### config.mk
export PLATFORM = sky130hd
export DESIGN_NAME = pcm_clkgen
export DESIGN_NICKNAME = d
export VERILOG_FILES = /design/src/rtl/pcm_clkgen_pkg.sv /design/src/rtl/pcm_src_sel.sv /design/src/rtl/pcm_bclk_div.sv /design/src/rtl/pcm_frame_ctr.sv /design/src/rtl/pcm_clkgen.sv
export SDC_FILE = /design/constraint.sdc
export NUM_CORES = 1
export LEC_CHECK = 0
export ABC_AREA = 1
export BUFFER_PORTS_ARGS = -buffer_cell sky130_fd_sc_hd__clkbuf_2
export CAP_MARGIN = 15
export CELL_PAD_IN_SITES_DETAIL_PLACEMENT = 0
export CELL_PAD_IN_SITES_GLOBAL_PLACEMENT = 1
export CORE_UTILIZATION = 40
export CTS_BUF_LIST = sky130_fd_sc_hd__clkbuf_4
export DETAILED_ROUTE_END_ITERATION = 10
export HOLD_SLACK_MARGIN = 0.02
export PLACE_DENSITY_LB_ADDON = 0.1
export SLEW_MARGIN = 20
export SYNTH_ARGS = -nofsm -noshare
export SYNTH_HDL_FRONTEND = slang
export SYNTH_SLANG_ARGS = --single-unit
### constraint.sdc
create_clock -name clk_i -period 2.1 [get_ports clk_i]
set_clock_uncertainty 0.2 [all_clocks]
set_input_delay 0.315 -clock clk_i [delete_from_list [all_inputs] [get_ports clk_i]]
set_output_delay 0.315 -clock clk_i [all_outputs]
set_load 0.1 [all_outputs]
### src/rtl/pcm_clkgen_pkg.sv
package pcm_clkgen_pkg;
  typedef enum logic {
    SRC_ALT = 1'b0,
    SRC_PER = 1'b1
  } src_sel_e;

  localparam int unsigned DEF_DIV_W = 9;
endpackage

### src/rtl/pcm_src_sel.sv
module pcm_src_sel
  import pcm_clkgen_pkg::*;
(
  input  src_sel_e sel_i,
  input  logic     per_tick_i,
  input  logic     alt_tick_i,
  output logic     tick_o
);
  always_comb begin
    unique case (sel_i)
      SRC_PER: tick_o = per_tick_i;
      default: tick_o = alt_tick_i;
    endcase
  end
endmodule

### src/rtl/pcm_bclk_div.sv
module pcm_bclk_div #(
  parameter int unsigned DIV_W = 9
) (
  input  logic             clk_i,
  input  logic             rst_ni,
  input  logic             run_i,
  input  logic             tick_i,
  input  logic [DIV_W-1:0] half_div_i,
  output logic             bclk_o,
  output logic             rise_o,
  output logic             fall_o,
  output logic             rise_nx_o
);
  logic [DIV_W-1:0] half_cnt_q;
  logic             bclk_q, rise_q, fall_q;
  logic             toggle, fall_nx;

  always_comb begin
    toggle    = run_i & tick_i & (half_cnt_q >= half_div_i);
    rise_nx_o = toggle & ~bclk_q;
    fall_nx   = toggle & bclk_q;
  end

  always_ff @(posedge clk_i or negedge rst_ni) begin
    if (!rst_ni) begin
      half_cnt_q <= '0;
      bclk_q     <= 1'b0;
      rise_q     <= 1'b0;
      fall_q     <= 1'b0;
    end else if (!run_i) begin
      half_cnt_q <= '0;
      bclk_q     <= 1'b0;
      rise_q     <= 1'b0;
      fall_q     <= 1'b0;
    end else begin
      rise_q <= rise_nx_o;
      fall_q <= fall_nx;
      if (tick_i) begin
        half_cnt_q <= toggle ? '0 : half_cnt_q + 1'b1;
        if (toggle) bclk_q <= ~bclk_q;
      end
    end
  end

  assign bclk_o = bclk_q;
  assign rise_o = rise_q;
  assign fall_o = fall_q;
endmodule

### src/rtl/pcm_frame_ctr.sv
module pcm_frame_ctr #(
  parameter int unsigned DIV_W = 9
) (
  input  logic             clk_i,
  input  logic             rst_ni,
  input  logic             run_i,
  input  logic             rise_nx_i,
  input  logic [DIV_W-1:0] frame_div_i,
  output logic             fsync_o,
  output logic             frame_start_nx_o
);
  logic [DIV_W-1:0] bit_idx_q;
  logic             started_q, fsync_q;

  // a frame opens on the first rising edge after start or after the last bit
  assign frame_start_nx_o = rise_nx_i & (~started_q | (bit_idx_q >= frame_div_i));

  always_ff @(posedge clk_i or negedge rst_ni) begin
    if (!rst_ni) begin
      bit_idx_q <= '0;
      started_q <= 1'b0;
      fsync_q   <= 1'b0;
    end else if (!run_i) begin
      bit_idx_q <= '0;
      started_q <= 1'b0;
      fsync_q   <= 1'b0;
    end else if (rise_nx_i) begin
      started_q <= 1'b1;
      fsync_q   <= frame_start_nx_o;
      bit_idx_q <= frame_start_nx_o ? '0 : bit_idx_q + 1'b1;
    end
  end

  assign fsync_o = fsync_q;
endmodule

### src/rtl/pcm_clkgen.sv
module pcm_clkgen
  import pcm_clkgen_pkg::*;
#(
  parameter int unsigned DIV_W = DEF_DIV_W,
  localparam int unsigned CTL_W = 2 * DIV_W + 2
) (
  input  logic             clk_i,
  input  logic             rst_ni,
  input  logic             per_tick_i,
  input  logic             alt_tick_i,
  input  logic             port_en_i,
  input  logic             idle_clk_i,
  input  logic [CTL_W-1:0] clkctl_i,
  output logic             bclk_o,
  output logic             bclk_rise_o,
  output logic             bclk_fall_o,
  output logic             fsync_o
);
  localparam int unsigned SEL_BIT = 2 * DIV_W;
  localparam int unsigned EN_BIT  = 2 * DIV_W + 1;

  logic             run, tick, rise_nx, frame_start_nx;
  src_sel_e         src_sel;
  logic [DIV_W-1:0] half_sh_q, frame_sh_q;

  assign run     = clkctl_i[EN_BIT] & (port_en_i | idle_clk_i);
  assign src_sel = src_sel_e'(clkctl_i[SEL_BIT]);

  // shadow dividers follow the word while stopped, reload only at frame start
  always_ff @(posedge clk_i or negedge rst_ni) begin
    if (!rst_ni) begin
      half_sh_q  <= '0;
      frame_sh_q <= '0;
    end else if (!run || frame_start_nx) begin
      half_sh_q  <= clkctl_i[2*DIV_W-1:DIV_W];
      frame_sh_q <= clkctl_i[DIV_W-1:0];
    end
  end

  pcm_src_sel u_src (
    .sel_i      (src_sel),
    .per_tick_i (per_tick_i),
    .alt_tick_i (alt_tick_i),
    .tick_o     (tick)
  );

  pcm_bclk_div #(.DIV_W(DIV_W)) u_div (
    .clk_i      (clk_i),
    .rst_ni     (rst_ni),
    .run_i      (run),
    .tick_i     (tick),
    .half_div_i (half_sh_q),
    .bclk_o     (bclk_o),
    .rise_o     (bclk_rise_o),
    .fall_o     (bclk_fall_o),
    .rise_nx_o  (rise_nx)
  );

  pcm_frame_ctr #(.DIV_W(DIV_W)) u_frm (
    .clk_i            (clk_i),
    .rst_ni           (rst_ni),
    .run_i            (run),
    .rise_nx_i        (rise_nx),
    .frame_div_i      (frame_sh_q),
    .fsync_o          (fsync_o),
    .frame_start_nx_o (frame_start_nx)
  );
endmodule

==> results.py <==
metrics = {
    "place": {
        "place_area_sq_um": 2840,
        "io_buffers": 29,
        "place.gp.congestion": 0.7727,
        "post-dp-hpwl_mm": 3.821,
        "place_ws_ns": 0.0005461,
        "placed_cells": 428,
    },
    "floorplanning": {
        "fp.dieW_microns": 80.36,
        "num_rows": 28,
        "fp.dieH_microns": 80.36,
        "start_util": 0.4148,
        "die_area_sq_um": 6458,
        "ios": 30,
        "coreArea_sq_um": 5921,
    },
    "worst_setup_path": {
        "critical_path.top_delay_family": "simple AND/OR/NAND/NOR gates",
        "crit_buf_inv": 2,
        "rrSetupSlack_ns": 0.02,
        "criticalPathCategory": "flip-flop to flip-flop",
        "crit_slowest_cell": "dfrtp_1",
        "reg2reg_to": "half_sh_q[8]$_DFFE_PN0P_",
        "crit_chain": "inv_1, ha_1, nand2_2, nor2_2, nand2_1, nor2_1, nor2_1, nand2_1, nand2_2, nor2_4, nand2_4, clkbuf_16, nand3_2, nand2_1",
        "reg2reg_from": "half_sh_q[7]$_DFFE_PN0P_",
        "reg2reg_depth": 14,
        "cp.required_ns": 2.15,
        "cpPeakStageDelay_ns": 0.37,
        "critPathArrivalTime_ns": 2.14,
        "cp_max_fo": 7,
        "cpMostUsedCell": "nand2_1",
        "startpoint_type": "flip-flop",
        "worst_setup_path_end_kind": "flip-flop",
    },
    "worst_hold_path": {
        "min_path_type": "primary input to flip-flop",
        "min_from": "port_en_i",
        "hold-path-endpoint": "u_frm.started_q$_DFFE_PN0P_",
        "holdPathStages": 3,
    },
    "layout": {
        "drive_above_1_share": 0.2732,
        "final_common_cell": "nand2_1",
        "area_delta_synth_final_pct": 36.22,
        "multi_input_area_sq_um": 1369,
        "seqCellArea_sq_um": 1026,
        "layout.nets": 433,
        "finalInstanceArea_sq_um": 3346,
        "antenna_cells": 0,
        "finish.utilization": 0.5651,
        "final_cell_mix": "nand2_1 (81), dfrtp_1 (41), inv_1 (40)",
        "fin_cells": 463,
        "fill_cells": 570,
    },
    "sta": {
        "slew_violations": 0,
        "period_needed_ns": 2.084,
        "setup_slack_ns": 0.01598,
        "worst_pin_slew_ns": 0.5458,
        "hold_viol": 0,
        "slew_headroom": 0.6361,
        "rsz0062_at_grt": "yes",
        "fin_crit_sh": 0.9924,
        "final-setup-viol-count": 0,
        "fmax_mhz": 479.8,
    },
    "outcome": {
        "status": "completed",
    },
    "synthesis": {
        "post_synth.cell_area_avg_sq_um": 8.026,
        "syn-num-nets": 352,
        "ys_async_sr_fraction": 1.000,
        "ys_warn_count": 0,
        "ys_seq_area_frac": 0.4177,
        "syn_inst": 306,
        "synth_edf_count": 0,
        "ys_seq_elements": 41,
        "synth_ff_type": "dfrtp_1",
        "synth_area_sq_um": 2456,
        "synthDistinctLibCells": 28,
    },
    "detailed_routing": {
        "drc": 0,
        "vias": 2155,
        "routedWlPerCell_microns": 12.11,
        "drt_iter0_drc": 83,
        "first_pass_iters": 4,
        "wirelength_mm": 5.608,
        "vias_per_cell": 4.654,
        "antenna_left": 0,
    },
    "global_routing": {
        "gr-total-overflow": 0,
        "grt_pass1_vias": 1960,
        "grt_max_degree": 42,
        "antenna_found_initial": 0,
        "track_usage": 0.1880,
        "grt_pass1_wl_mm": 9.170,
    },
    "cts": {
        "cts_tree": "yes",
        "cts-buffers-inserted": 5,
        "cts_max_path_buffers": 2,
        "clock_sinks": 41,
        "cts-root-buf": "clkbuf_4",
        "htree_levels": 2,
        "clk_latency_ns": 0.36,
        "clk_pin_slew_ns": 0.13,
    },
    "power": {
        "swShare": 0.2885,
        "switching_power_mw": 0.5150,
        "comb_power_share": 0.211,
        "internal-power_mw": 1.270,
        "sequentialPowerShare": 0.489,
        "ir_worst_vdd_uv": 352.1,
        "power_leakage_nw": 1.842,
        "clkPwrFrac": 0.300,
        "powerDensity_nw_per_um2": 533.5,
    },
    "job": {
        "max-cap-violations": 0,
    },
}
==> worst min-delay path: cells and delay by family <==
family	cells	cell delay, ns
buf+inv	1	0.08
compound gates	2	0.25
==> power groups by stage <==
| stage | combinational [mW] | clock [mW] | sequential (mW) |
|---|---|---|---|
| finish | 0.377 | 0.535 | 0.873 |
| global route | 0.430 | 0.595 | 0.880 |
| floorplan | 0.182 | 0 | 0.890 |
| CTS | 0.329 | 0.548 | 0.872 |
| global placement | 0.298 | 0 | 0.887 |
| detailed placement | 0.299 | 0 | 0.888 |
==> layer usage <==
layer  global-route usage  vias to the layer above  share of wire
li1                     -                     1148              -
met2               0.2805                       44           0.43
met1               0.2746                      958           0.52
met5                    0                        -              0
met4              0.04286                        0         0.0070
met3              0.04091                        5          0.038
==> how the worst max path moves through the flow <==
stage	start	end	slack, ns	cells past startpoint
2_1_floorplan	u_div.half_cnt_q[4]$_DFFE_PN0P_	frame_sh_q[8]$_DFFE_PN0P_	0.05	14
3_3_place_gp	half_sh_q[4]$_DFFE_PN0P_	u_div.bclk_o$_DFFE_PN0P_	0.03	12
3_5_place_dp	u_div.half_cnt_q[6]$_DFFE_PN0P_	frame_sh_q[3]$_DFFE_PN0P_	0.0005	13
4_1_cts	u_div.half_cnt_q[4]$_DFFE_PN0P_	u_div.bclk_o$_DFFE_PN0P_	0.01	11
5_1_grt	half_sh_q[7]$_DFFE_PN0P_	half_sh_q[8]$_DFFE_PN0P_	-0.15	14
6_report	half_sh_q[7]$_DFFE_PN0P_	half_sh_q[8]$_DFFE_PN0P_	0.02	14
==> through the flow <==
step	TNS, ns	hold WS, ns	power, mW
final	0	0.1283	1.785
after global routing	-3.809	0.1185	1.905
after CTS	0	0.1171	1.750
after detailed placement	0	0.2239	1.187
after global placement	0	0.2254	1.185
after floorplan	0	-0.1806	1.072
==> cells in the mapped netlist, drive strengths merged (2+ instances only) <==
master  number  area (sq um)
a21oi        7         35.03
and3         2         12.51
buf          8         53.80
dfrtp       41          1026
ha          20         250.2
inv         41         153.9
nand2       91         354.1
nand3       36         225.2
nand4       13         81.33
nor2        25         106.4
nor3         2         10.01
o21ai        4         20.02
xor2        10         87.58
==> sequential cells by signal (all words and copies together) (netlist names) <==
signal,count
u_div.rise_o,1
u_div.fall_o,1
half_sh_q,9
u_frm.started_q,1
u_frm.bit_idx_q,9
u_frm.fsync_o,1
u_div.half_cnt_q,9
u_div.bclk_o,1
frame_sh_q,9
==> area by class of cell <==
cell class,count,area share
Sequential cell,41,0.3067
Tap cell,75,0.02805
Clock inverter,2,0.01010
Timing Repair Buffer,82,0.1866
Clock buffer,6,0.01346
Inverter,41,0.04600
Multi-Input combinational cell,216,0.4091
==> timing repair <==
| item | 4_1_cts | 5_1_grt |
|---|---|---|
| endpoints found under the setup margin | 8 | 36 |
| hold endpoints to repair | 59 | 0 |
| hold buffers | 19 | 0 |
| pin swaps | 0 | 10 |
| gates resized for setup | 1 | 26 |
| setup buffers | 0 | 6 |
| cloned | 0 | 2 |
==> kinds of logic (layout without fill, tap and decap cells) <==
kind of cell,after synthesis,in the layout,synth area share
DFF,41,41,0.4177
adders and majority gates,20,20,0.1019
xor gates and xnor gates,11,11,0.03922
AOI/OAI and AO/OA,13,13,0.02802
buffers and inverters,50,131,0.08609
and+or+nand+nor,171,172,0.3271
(Power assumes the default switching activity.)
